## config.mk

```make
export PLATFORM = sky130hd
export DESIGN_NAME = te_sync_trigger
export DESIGN_NICKNAME = d
export VERILOG_FILES = /design/src/rtl/te_sync_pkg.sv /design/src/rtl/te_sync_in.sv /design/src/rtl/te_pulse_meter.sv /design/src/rtl/te_event_sort.sv /design/src/rtl/te_line_trigger.sv /design/src/rtl/te_sync_trigger.sv
export SDC_FILE = /design/constraint.sdc
export NUM_CORES = 1
export LEC_CHECK = 0
export ABC_AREA = 1
export BUFFER_PORTS_ARGS = -buffer_cell sky130_fd_sc_hd__buf_2
export CORE_MARGIN = 2
export CORE_UTILIZATION = 51
export DETAILED_ROUTE_END_ITERATION = 6
export GPL_ROUTABILITY_DRIVEN = 0
export PLACE_DENSITY = 0.84
export SYNTH_ARGS = -nofsm -noshare
export SYNTH_HDL_FRONTEND = slang
export SYNTH_SLANG_ARGS = --single-unit
```

## constraint.sdc

```tcl
create_clock -name clk -period 4.05 [get_ports clk]
set_clock_uncertainty 0.15 [all_clocks]
set_input_delay 0.6075 -clock clk [delete_from_list [all_inputs] [get_ports clk]]
set_output_delay 0.6075 -clock clk [all_outputs]
set_load 0.02 [all_outputs]
```

## src/rtl/te_sync_pkg.sv

```systemverilog
package te_sync_pkg;

  typedef enum logic [1:0] {
    TE_MODE_OFF    = 2'd0,
    TE_MODE_SINGLE = 2'd1,
    TE_MODE_DUAL   = 2'd2,
    TE_MODE_RSVD   = 2'd3
  } te_mode_e;

  typedef struct packed {
    logic vsync;
    logic hsync;
  } te_event_t;

  // sync-derived triggering only in the two defined pin modes
  function automatic logic te_mode_active(te_mode_e m);
    return (m == TE_MODE_SINGLE) || (m == TE_MODE_DUAL);
  endfunction

endpackage

```

## src/rtl/te_sync_in.sv

```systemverilog
module te_sync_in #(
  parameter int STAGES = 2
) (
  input  logic clk,
  input  logic rst_n,
  input  logic pin,
  input  logic active_high,
  output logic active
);
  logic [STAGES-1:0] chain_q;
  logic              level;

  // polarity applied ahead of the flops so a polarity change together
  // with an idle-level change never looks like a pulse
  assign level = active_high ? pin : ~pin;

  always_ff @(posedge clk or negedge rst_n) begin
    if (!rst_n) chain_q <= '0;
    else        chain_q <= {chain_q[STAGES-2:0], level};
  end

  assign active = chain_q[STAGES-1];
endmodule

```

## src/rtl/te_pulse_meter.sv

```systemverilog
module te_pulse_meter #(
  parameter int WIDTH_W = 8
) (
  input  logic               clk,
  input  logic               rst_n,
  input  logic               active,
  output logic               done,
  output logic [WIDTH_W-1:0] len
);
  logic [WIDTH_W-1:0] len_q;

  function automatic logic [WIDTH_W-1:0] sat_inc(logic [WIDTH_W-1:0] v);
    return (&v) ? v : v + 1'b1;
  endfunction

  always_ff @(posedge clk or negedge rst_n) begin
    if (!rst_n)      len_q <= '0;
    else if (active) len_q <= sat_inc(len_q);
    else             len_q <= '0;
  end

  // pulse has just ended: input idle, length of the pulse still held
  assign done = !active && (len_q != '0);
  assign len  = len_q;
endmodule

```

## src/rtl/te_event_sort.sv

```systemverilog
module te_event_sort
  import te_sync_pkg::*;
#(
  parameter int WIDTH_W = 8
) (
  input  te_mode_e           mode,
  input  logic               done_h,
  input  logic               done_v,
  input  logic [WIDTH_W-1:0] len_h,
  input  logic [WIDTH_W-1:0] len_v,
  input  logic [WIDTH_W-1:0] hs_width,
  input  logic [WIDTH_W-1:0] vs_width,
  output te_event_t          evt
);
  function automatic te_event_t classify(
    te_mode_e m, logic dh, logic dv,
    logic [WIDTH_W-1:0] lh, logic [WIDTH_W-1:0] lv,
    logic [WIDTH_W-1:0] hw, logic [WIDTH_W-1:0] vw);
    te_event_t e;
    e = '0;
    case (m)
      TE_MODE_SINGLE: begin
        if (dh) begin
          if (lh >= vw)      e.vsync = 1'b1;
          else if (lh >= hw) e.hsync = 1'b1;
        end
      end
      TE_MODE_DUAL: begin
        e.hsync = dh && (lh >= hw);
        e.vsync = dv && (lv >= vw);
      end
      default: e = '0;
    endcase
    return e;
  endfunction

  assign evt = classify(mode, done_h, done_v, len_h, len_v, hs_width, vs_width);
endmodule

```

## src/rtl/te_line_trigger.sv

```systemverilog
module te_line_trigger
  import te_sync_pkg::*;
#(
  parameter int LINE_W = 11
) (
  input  logic              clk,
  input  logic              rst_n,
  input  logic              sync_on,
  input  te_event_t         evt,
  input  logic [LINE_W-1:0] target,
  input  logic              req,
  output logic              hit,
  output logic [LINE_W-1:0] line_cnt,
  output logic              go
);
  logic [LINE_W-1:0] cnt_q, cnt_nxt;
  logic              pend_q, want;

  function automatic logic [LINE_W-1:0] next_line(logic [LINE_W-1:0] c, te_event_t e);
    if (e.vsync)      return '0;
    else if (e.hsync) return (&c) ? c : c + 1'b1;
    else              return c;
  endfunction

  assign cnt_nxt = next_line(cnt_q, evt);
  assign hit     = sync_on && (evt.vsync || evt.hsync) && (cnt_nxt == target);
  assign want    = pend_q || req;

  always_ff @(posedge clk or negedge rst_n) begin
    if (!rst_n) begin
      cnt_q  <= '0;
      pend_q <= 1'b0;
      go     <= 1'b0;
    end else begin
      cnt_q <= cnt_nxt;
      if (sync_on) begin
        go     <= hit && want;
        pend_q <= want && !hit;
      end else begin
        go     <= req;
        pend_q <= 1'b0;
      end
    end
  end

  assign line_cnt = cnt_q;
endmodule

```

## src/rtl/te_sync_trigger.sv

```systemverilog
module te_sync_trigger
  import te_sync_pkg::*;
#(
  parameter int WIDTH_W     = 8,
  parameter int LINE_W      = 11,
  parameter int SYNC_STAGES = 2
) (
  input  logic               clk,
  input  logic               rst_n,
  input  logic [1:0]         cfg_mode,
  input  logic [WIDTH_W-1:0] cfg_hs_width,
  input  logic [WIDTH_W-1:0] cfg_vs_width,
  input  logic               cfg_hs_pol,
  input  logic               cfg_vs_pol,
  input  logic [LINE_W-1:0]  cfg_line,
  input  logic               te_h,
  input  logic               te_v,
  input  logic               xfer_req,
  output logic               xfer_go
);
  localparam int NCH = 2;

  te_mode_e           mode;
  logic [NCH-1:0]     pin_in, pin_pol, pin_act, pin_done;
  logic [WIDTH_W-1:0] pin_len [NCH];
  te_event_t          evt;
  logic               evt_vs, evt_hs, sync_on, line_hit;
  logic [LINE_W-1:0]  line_cnt;

  assign mode    = te_mode_e'(cfg_mode);
  assign pin_in  = {te_v, te_h};
  assign pin_pol = {cfg_vs_pol, cfg_hs_pol};

  // channel 0 = te_h, channel 1 = te_v
  for (genvar ch = 0; ch < NCH; ch++) begin : g_ch
    te_sync_in #(.STAGES(SYNC_STAGES)) u_sync (
      .clk(clk), .rst_n(rst_n), .pin(pin_in[ch]),
      .active_high(pin_pol[ch]), .active(pin_act[ch]));
    te_pulse_meter #(.WIDTH_W(WIDTH_W)) u_meter (
      .clk(clk), .rst_n(rst_n), .active(pin_act[ch]),
      .done(pin_done[ch]), .len(pin_len[ch]));
  end

  te_event_sort #(.WIDTH_W(WIDTH_W)) u_sort (
    .mode(mode), .done_h(pin_done[0]), .done_v(pin_done[1]),
    .len_h(pin_len[0]), .len_v(pin_len[1]),
    .hs_width(cfg_hs_width), .vs_width(cfg_vs_width), .evt(evt));

  assign evt_vs  = evt.vsync;
  assign evt_hs  = evt.hsync;
  assign sync_on = te_mode_active(mode);

  te_line_trigger #(.LINE_W(LINE_W)) u_line (
    .clk(clk), .rst_n(rst_n), .sync_on(sync_on), .evt(evt),
    .target(cfg_line), .req(xfer_req), .hit(line_hit),
    .line_cnt(line_cnt), .go(xfer_go));
endmodule

```

==> results of run 1 <==
## cell families after synthesis
family,count (synthesis)
fa+ha+maj,31
flops,33
xor+xnor,8
buf+inv,96
compound gates,44
simple gates,200
## per-stage QoR
stage | cell area, sq um | instances
5_1_grt | 3160 | 523
4_1_cts | 3160 | 523
2_1_floorplan | 2820 | 412
3_3_place_gp | 3050 | 515
6_report | 3160 | 523
3_5_place_dp | 3050 | 515
## registers in the layout, summed over array words and instances, names as in the netlist
| name | count |
|---|---|
| g_ch.u_meter.len | 16 |
| u_line.line_cnt | 11 |
| g_ch.u_sync.chain_q | 4 |
| u_line.go | 1 |
| u_line.pend_q | 1 |
## power groups by stage
stage | logic (mW) | registers [mW] | clock network (mW)
detailed placement | 0.361 | 0.394 | 0
floorplan | 0.287 | 0.385 | 0
CTS | 0.365 | 0.388 | 0.325
finish | 0.366 | 0.388 | 0.322
global placement | 0.348 | 0.392 | 0
global route | 0.425 | 0.392 | 0.336
## cell usage in the layout (no fill, tap or decap), types with 3 or more instances in the layout
cell type   n
nand4_1     8
a31oi_1     6
ha_1       31
a21oi_1    17
nand2_2    10
nor2_1     35
nor2_2      3
nand2_1    91
o21ai_0    14
xor2_1      5
nor4_1      3
dfrtp_1    33
buf_2      36
nand3_1    35
nand3b_1    3
nor3_1      9
inv_1      89
clkbuf_8    5
xnor2_1     3
## layout make-up
class,instances,area (sq um),share of cell area (%)
Timing Repair Buffer,36,180,5.70
Inverter,91,342,10.8
Clock inverter,3,46.3,1.46
Sequential cell,33,826,26.1
Tap cell,72,90.1,2.85
Clock buffer,5,68.8,2.18
Multi-Input combinational cell,283,1610,50.9
## layer usage
metal	global-route usage [%]	part of all wire, %
met3	3.33	4.2
met5	0	0
met1	26.4	45
met2	38.3	49
met4	6.14	1.3
## Yosys cell counts, drive strengths merged
| master | instances | area share [%] |
|---|---|---|
| a21o | 2 | 0.53 |
| buf | 5 | 1.4 |
| nand3 | 35 | 6.2 |
| nor4 | 3 | 0.67 |
| xnor2 | 3 | 0.93 |
| nor2 | 39 | 5.7 |
| nand3b | 3 | 0.80 |
| o21a | 1 | 0.27 |
| a21oi | 18 | 3.3 |
| o21ai | 16 | 2.8 |
| dfrtp | 33 | 29 |
| nand2 | 101 | 14 |
| ha | 31 | 14 |
| a31oi | 6 | 1.3 |
| xor2 | 5 | 1.6 |
| o31ai | 1 | 0.27 |
| nor3 | 9 | 1.6 |
| nand4 | 10 | 3.0 |
| inv | 91 | 12 |
## worst max-delay path by stage
stage | end | slack, ns | depth (start not counted)
6_report | u_line.go$_DFF_PN0_ | 1.15 | 17
2_1_floorplan | u_line.pend_q$_DFF_PN0_ | 1.65 | 19
4_1_cts | u_line.go$_DFF_PN0_ | 1.18 | 17
5_1_grt | u_line.go$_DFF_PN0_ | 0.86 | 18
3_3_place_gp | u_line.go$_DFF_PN0_ | 1.05 | 19
3_5_place_dp | u_line.go$_DFF_PN0_ | 0.95 | 19
## worst max-delay path, delay by kind of cell, from the launching register on
kind / cells / cell delay [ns]
buffers and inverters: 1 / 0.04
DFF: 1 / 0.46
AOI/OAI and AO/OA: 1 / 0.46
and+or+nand+nor: 14 / 1.40
adders and majority gates: 1 / 0.32
==> flow_summary.toml, run 1 <==
[run_status]
status = "finished, final reports clean"

[timing]
tns_ns = 0
worst_slew_pin_slew_ns = 0.767
drv_slew = 0
setup_viol = 0
rsz0062_at_grt = "no"
hold_violations = 0
hold_ws_ns = 0.205
post-route-min-period_ns = 2.90
finalWorstSetupSlack_ns = 1.15
clock.fmax_mhz = 345
maxSlewHeadroom_pct = 48.9
finalCritPeriodShare_pct = 71.6

[clock_tree]
clock_latency_ns = 0.29
postCtsResizedCells = 0
cts_sinks = 33
cts_tree = "done"
cts.root.buffer_cell = "clkbuf_8"
postCtsSetupBuffers = 0
clkTransAtPathRegs_ns = 0.08
cts_made_buffers = 5
cts_buffer_depth = 2
htreeDepth = 2
cts_hold_buffers = 0

[route]
drt_iter0_markers = 180
avgViaCountPerCell = 5.06
ant_nets = 0
wl_per_cell_microns = 11.6
route.detailed.drc = 0
vias = 2645
drt_first_pass_iters = 5
wl_microns = 6080

[floorplan]
die_w_microns = 78.3
start_util_pct = 52.1
core_sq_mm = 0.00541
die_h_microns = 78.3
fp-row-count = 27
pin_count = 37
fp.dieArea_sq_mm = 0.00613

[layout]
nets = 517
final_core_util_pct = 58.5
n_fill_cell = 501
syn2layout_area_growth_pct = 12.3
insertedDiodeCount = 0
layout-drive-gt1-share_pct = 14.0

[grt]
grt_max_degree = 34
grt_pass1_vias = 2483
antenna_found_initial = 0
grt_pass1_wl_microns = 10600
grt-ovfl-total = 0
grt_usage_pct = 21.3

[synth]
ys_seq_area_share_pct = 29.3
synthAdderAreaFrac_pct = 13.8
synth_area_per_cell_sq_um = 6.84
synthCells = 412
synthXorXnorAreaFrac_pct = 2.49
synth_warnings = 0
ys_seq_elements = 33
syn-num-nets = 479
synth_mux_area_share_pct = 0
synth_top_family_by_area = "simple AND/OR/NAND/NOR gates"
yosys.area_share.simple_pct = 32.3
synth_area_sq_mm = 0.00282
synth_compound_area_share_pct = 8.57
ys_types = 29

[worst_setup_path]
reg2regPathDepth = 17
reg2reg_slack_ns = 1.15
startpoint = "g_ch[0].u_meter.len[3]$_DFFE_PN0P_"
timing_worst_setup_path_type = "reg -> reg"
arrival_ns = 2.98
worstReg2RegEnd = "u_line.go$_DFF_PN0_"
cp-end-kind = "flop"
path_max_fanout = 12
reg2reg_from = "g_ch[0].u_meter.len[3]$_DFFE_PN0P_"
cp-start-kind = "flop"
crit_slowest_cell = "dfrtp_1"
worstPathRequired_ns = 4.13
path_cells = "ha_1, nand2_1, inv_1, nand2_1, nand2_1, nand2_1, a21oi_2, nand2_2, nand2_1, nand3_1, nand2_1, nand2_1, nor2_1, nand2_1, nor2_1, nand3_1, nand2_1"
cp_common_cell = "nand2_1"
critPathMaxStageDelay_ns = 0.46

[power_and_ir_drop]
p_seq_share_pct = 36.1
ir_worst_vdd_mv = 0.201
p_int_uw = 689
total_power_mw = 1.08
powerDensity_mw_per_mm2 = 340
p_sw_share_pct = 36.0
combPwrFrac_pct = 34.0
switchingPower_uw = 387
power.share.clock_pct = 29.9
leakage_nw = 1.80

[job]
maxCapViolations = 0

[placed_design]
dp_slack_ns = 0.953
dp_hpwl_microns = 4730
io_buffers = 36

[worst_hold_path]
min_path_type = "reg -> reg"
whs_path_depth = 0
hp-start = "g_ch[0].u_sync.chain_q[0]$_DFF_PN0_"
hold_path_end = "g_ch[0].u_sync.chain_q[1]$_DFF_PN0_"
(Power assumes the default switching activity.)
==> run 2, diff against run 1 <==
--- a/config.mk
+++ b/config.mk
@@ -5,7 +5,7 @@
 export SDC_FILE = /design/constraint.sdc
 export NUM_CORES = 1
 export LEC_CHECK = 0
-export ABC_AREA = 1
+export ABC_AREA = 0
 export BUFFER_PORTS_ARGS = -buffer_cell sky130_fd_sc_hd__buf_2
 export CORE_MARGIN = 2
 export CORE_UTILIZATION = 51
==> constraint.sdc (replaced) <==
create_clock -name clk -period 2.9 [get_ports clk]
set_clock_uncertainty 0.15 [all_clocks]
set_input_delay 0.435 -clock clk [delete_from_list [all_inputs] [get_ports clk]]
set_output_delay 0.435 -clock clk [all_outputs]
set_load 0.02 [all_outputs]
==> flow_summary.toml, run 2 <==
[synth]
synthCells = 276
synth_warnings = 0
synth.most_common_cell = "dfrtp_1"
ys_seq_elements = 33
synth_top_cell_by_area = "dfrtp_1"
synth_edf_count = 0
synthFlopType = "dfrtp_1"
ys_seq_area_share_pct = 32.0
synthTopCellsByArea = "dfrtp_1, ha_1, xnor2_1"
synth_area_per_cell_sq_um = 9.34
synthArstFlopShare_pct = 100
syn-num-nets = 343
yosysTopAreaCellShare_pct = 32.0
yosys-top-cells-count = "dfrtp_1, ha_1, inv_1"
synth_area_sq_mm = 0.00258
ys_types = 55

[worst_hold_path]
min_path_type = "in -> async"

[floorplan]
die_h_microns = 75.1
die_w_microns = 75.1
fp.dieArea_sq_mm = 0.00564
fp-row-count = 25
core_sq_mm = 0.00479
start_util_pct = 53.9
pin_count = 37

[timing]
worst_slew_pin_slew_ns = 0.755
tns_ns = -0.686
hold_violations = 0
post-route-min-period_ns = 3.27
clock.fmax_mhz = 306
hold_ws_ns = 0.0449
setup_viol = 2
drv_slew = 0
maxSlewHeadroom_pct = 49.7
rsz0062_at_grt = "yes"
finalWorstSetupSlack_ns = -0.372
finalCritPeriodShare_pct = 113

[worst_setup_path]
timing_worst_setup_path_type = "reg -> reg"
worstPathRequired_ns = 2.94
arrival_ns = 3.31
path_max_fanout = 6
reg2reg_slack_ns = -0.37
path_cells = "ha_4, nor2b_4, o211a_1, o311ai_4, a31oi_4, or4_4, a21oi_4, xor2_1, nor4_2, a41oi_2, o21a_1"
critPathMaxStageDelay_ns = 0.52
crit_slowest_cell = "or4_4"
cp-end-kind = "flop"
cp-start-kind = "flop"

[route]
drt_first_pass_iters = 5
wl_microns = 6930
vias = 2497
maxUsedRoutingLayer = "met4"
met2RoutedLength_microns = 3500
drt_iter0_markers = 196
wl_met1_microns = 2710
route.detailed.drc = 0
avgViaCountPerCell = 5.75
wl_met3_microns = 461
ant_nets = 0
wl_per_cell_microns = 16.0

[layout]
syn2layout_area_growth_pct = 33.0
final_common_cell = "buf_4"
instances_no_fill = 434
fin_area_sq_mm = 0.00343
insertedDiodeCount = 0
final_core_util_pct = 71.7
layout-drive-gt1-share_pct = 34.6
most-common-layout-cells = "buf_4, buf_2, dfrtp_1"
largest_reg_flops = 16
nets = 433

[grt]
antenna_found_initial = 0
grt_pass1_wl_microns = 11200
grt-ovfl-total = 0
grt_pass1_vias = 2459
grt_max_degree = 34
grt_usage_pct = 27.0

[job]
maxCapViolations = 0

[placed_design]
placed_area_sq_mm = 0.00321
place_inst = 423
dp_hpwl_microns = 4800
io_buffers = 36
dp_slack_ns = -0.570

[clock_tree]
cts_hold_buffers = 0
cts_tree = "done"
clkTransAtPathRegs_ns = 0.08
cts_sinks = 33
cts_made_buffers = 5
cts.root.buffer_cell = "clkbuf_8"
clock_latency_ns = 0.30
cts_buffer_depth = 2
htreeDepth = 2

[power_and_ir_drop]
ir_worst_vdd_mv = 0.424
powerDensity_mw_per_mm2 = 363
leakage_nw = 1.75
total_power_mw = 1.25

[run_status]
status = "finished, violations left"
failed_checks = "setup timing"
[run 2: cell count changes in the layout (fill, tap and decap cells not counted), sizes merged, moves of 5 or more]
cell / previous run / this run
o211a: 0 / 6
inv: 91 / 27
nand2: 101 / 21
nand3: 35 / 12
xnor2: 3 / 12
buf: 36 / 85
nor2: 39 / 21
and2: 0 / 9
a21oi: 18 / 11
nor2b: 0 / 5
o21ai: 16 / 8
[run 2: layout make-up]
class	instances	area, sq um
sequential	33	827
multi-input combinational	214	1750
clock inverter	3	46.3
timing repair buffer	85	552
clock buffer	5	68.8
inverter	27	104
fill	335	1360
tap	67	83.8
[run 2: what timing repair did]
item,CTS,global route
setup endpoints to repair,2,3
pin swaps,10,1
setup buffers,3,0
resized for setup,6,9
[run 2: final timing paths]
check / start / to / cells after the start
setup reg to reg: g_ch[0].u_meter.len[1]$_DFFE_PN0P_ / u_line.pend_q$_DFF_PN0_ / 11
hold / removal: rst_n / u_line.line_cnt[5]$_DFF_PN0_ / 1
max in group asynchronous: rst_n / g_ch[0].u_meter.len[1]$_DFFE_PN0P_ / 1
hold reg to reg: g_ch[0].u_sync.chain_q[0]$_DFF_PN0_ / g_ch[0].u_sync.chain_q[1]$_DFF_PN0_ / 0
setup / recovery: g_ch[0].u_meter.len[1]$_DFFE_PN0P_ / u_line.pend_q$_DFF_PN0_ / 11
min in group clk: te_h / g_ch[0].u_sync.chain_q[0]$_DFF_PN0_ / 2
[run 2: worst max-delay path, delay by kind of cell (launching register included)]
kind	cells	cell delay [ns]
compound gates	6	1.24
xor+xnor	1	0.09
flops	1	0.45
fa+ha+maj	1	0.24
simple gates	3	0.97
[run 2: routing by layer]
layer | global-route usage, % | vias to the layer above
met4 | 13.1 | 0
met1 | 31.5 | 1173
li1 | - | 1184
met3 | 6.83 | 30
met2 | 46.1 | 110
met5 | 0 | -
[run 2: kinds of logic after synthesis]
group / after synthesis / synth area share (%)
buf+inv: 29 / 4.56
fa+ha+maj: 31 / 15.0
xor+xnor: 17 / 5.77
simple gates: 107 / 22.7
flops: 33 / 32.0
mux: 5 / 2.04
compound gates: 54 / 17.9
[run 2: power by group]
group | internal (mW) | switching, mW
registers | 0.484 | 0.0245
logic | 0.145 | 0.142
clock network | 0.257 | 0.193
==> run 3, diff against run 2 <==
--- a/config.mk
+++ b/config.mk
@@ -5,7 +5,7 @@
 export SDC_FILE = /design/constraint.sdc
 export NUM_CORES = 1
 export LEC_CHECK = 0
-export ABC_AREA = 0
+export ABC_AREA = 1
 export BUFFER_PORTS_ARGS = -buffer_cell sky130_fd_sc_hd__buf_2
 export CORE_MARGIN = 2
 export CORE_UTILIZATION = 51
==> constraint.sdc (replaced) <==
create_clock -name clk -period 2.9 [get_ports clk]
set_clock_uncertainty 0.15 [all_clocks]
set_input_delay 0.435 -clock clk [delete_from_list [all_inputs] [get_ports clk]]
set_output_delay 0.435 -clock clk [all_outputs]
set_load 0.01 [all_outputs]
==> flow_summary.toml, run 3 (synthesis gave the netlist of run 1 again) <==
[layout]
n_fill_cell = 505
largest_reg_flops = 16
nets = 519
final_core_util_pct = 58.5
final_common_cell = "nand2_1"
layout-drive-gt1-share_pct = 14.3
syn2layout_area_growth_pct = 12.3
instances_no_fill = 525
insertedDiodeCount = 0
most-common-layout-cells = "nand2_1, inv_1, buf_2"

[floorplan]
fp.dieArea_sq_mm = 0.00613
die_w_microns = 78.3
fp-row-count = 27
core_sq_mm = 0.00541
pin_count = 37
start_util_pct = 52.1
die_h_microns = 78.3

[grt]
busiest_layer = "met2"
grt_pass1_wl_microns = 11200
grt_max_degree = 34
grt_pass1_vias = 2623
grt_usage_pct = 22.5
use_met1_pct = 28.0
grt-ovfl-total = 0
grtUsageMet2_pct = 40.3
use_met3_pct = 3.56
antenna_found_initial = 0

[power_and_ir_drop]
leakage_nw = 1.81
p_sw_share_pct = 36.9
ir_worst_vdd_mv = 0.254
total_power_mw = 1.46
power.share.clock_pct = 27.2
powerDensity_mw_per_mm2 = 462
p_seq_share_pct = 37.1
combPwrFrac_pct = 35.7
p_int_uw = 922
switchingPower_uw = 539

[worst_hold_path]
min_path_type = "in -> async"

[route]
vias = 2658
ant_nets = 0
wl_per_cell_microns = 11.8
route.detailed.drc = 0
drt_iter0_markers = 180
wl_microns = 6220
drt_first_pass_iters = 4
avgViaCountPerCell = 5.06

[timing]
hold_violations = 0
drv_slew = 0
finalCritPeriodShare_pct = 86.3
rsz0062_at_grt = "no"
clock.fmax_mhz = 400
setup_viol = 0
maxSlewHeadroom_pct = 48.8
worst_slew_pin_slew_ns = 0.769
post-route-min-period_ns = 2.50
tns_ns = 0

[worst_setup_path]
cp-start-kind = "flop"
crit_slowest_cell = "dfrtp_1"
cp-end-kind = "flop"
critPathBufInv = 0
timing_worst_setup_path_type = "reg -> reg"
cp_common_cell = "nand2_1"
worstPathRequired_ns = 2.98
arrival_ns = 2.59
critPathTopFamily = "simple AND/OR/NAND/NOR gates"
path_max_fanout = 19
path_cells = "ha_1, a21oi_1, nor2_1, nor2_1, nand2_1, nand2_1, nand2_1, nand2_2, nand3_1, nand2_1, nand2_1, nor2_1, nand2_1, nor2_1, nand3_1, nand2_1"
critPathMaxStageDelay_ns = 0.47

[clock_tree]
clkTransAtPathRegs_ns = 0.07
htreeDepth = 2
cts_made_buffers = 5
postCtsSetupBuffers = 0
clock_latency_ns = 0.29
cts_tree = "done"
cts_sinks = 33
cts_buffer_depth = 2
cts.root.buffer_cell = "clkbuf_8"
postCtsResizedCells = 0
cts_hold_buffers = 0

[placed_design]
dp_hpwl_microns = 4830
io_buffers = 36
place_inst = 517

[run_status]
status = "finished, final reports clean"

[job]
maxCapViolations = 0
[run 3: through the flow]
step	cell area (sq um)	hold slack [ns]	setup slack, ns
floorplan	2820	-0.0106	0.677
global placement	3060	0.183	0.385
detailed placement	3060	0.189	0.337
CTS	3160	0.0845	0.386
global route	3160	0.129	0.0509
finish	3160	0.0659	0.398
[run 3: path summary, 6_finish.rpt]
path	to	from	depth (start not counted)	slack, ns
min in group clk	g_ch[0].u_sync.chain_q[0]$_DFF_PN0_	te_h	2	0.16
max	u_line.go$_DFF_PN0_	g_ch[0].u_meter.len[5]$_DFFE_PN0P_	16	0.40
max in group asynchronous	g_ch[1].u_meter.len[6]$_DFFE_PN0P_	rst_n	1	2.05
min reg2reg	g_ch[1].u_sync.chain_q[1]$_DFF_PN0_	g_ch[1].u_sync.chain_q[0]$_DFF_PN0_	0	0.20
max reg2reg	u_line.go$_DFF_PN0_	g_ch[0].u_meter.len[5]$_DFFE_PN0P_	16	0.40
min	u_line.go$_DFF_PN0_	rst_n	1	0.07
[run 3: power groups by stage]
stage                     registers, mW  logic, mW  clock network, mW
final                             0.541      0.522              0.398
after floorplan                   0.537      0.401                  0
after global routing              0.548      0.604              0.420
after global placement            0.548      0.497                  0
after CTS                         0.541      0.520              0.402
after detailed placement          0.550      0.515                  0
[run 3: area by class of cell]
cell class	instances	area, sq um	area share (%)
sequential	33	826	26.1
clock inverter	1	5.00	0.158
clock buffer	7	96.3	3.04
multi-input combinational	283	1610	50.9
inverter	91	342	10.8
timing repair buffer	38	195	6.17
tap	72	90.1	2.85
[run 3: metal layers]
layer | vias up | share of wire, %
met4 | 0 | 1.1
met2 | 70 | 49
met3 | 6 | 5.4
li1 | 1384 | -
met5 | - | 0
met1 | 1198 | 44
[run 3: worst reg2reg max path, stage by stage, from the launching register on]
cell	delay, ns
dfrtp_1	0.47
ha_1	0.33
a21oi_1	0.13
nor2_1	0.06
nor2_1	0.13
nand2_1	0.07
nand2_1	0.05
nand2_1	0.06
nand2_2	0.26
nand3_1	0.16
nand2_1	0.08
nand2_1	0.04
nor2_1	0.09
nand2_1	0.05
nor2_1	0.14
nand3_1	0.10
nand2_1	0.07
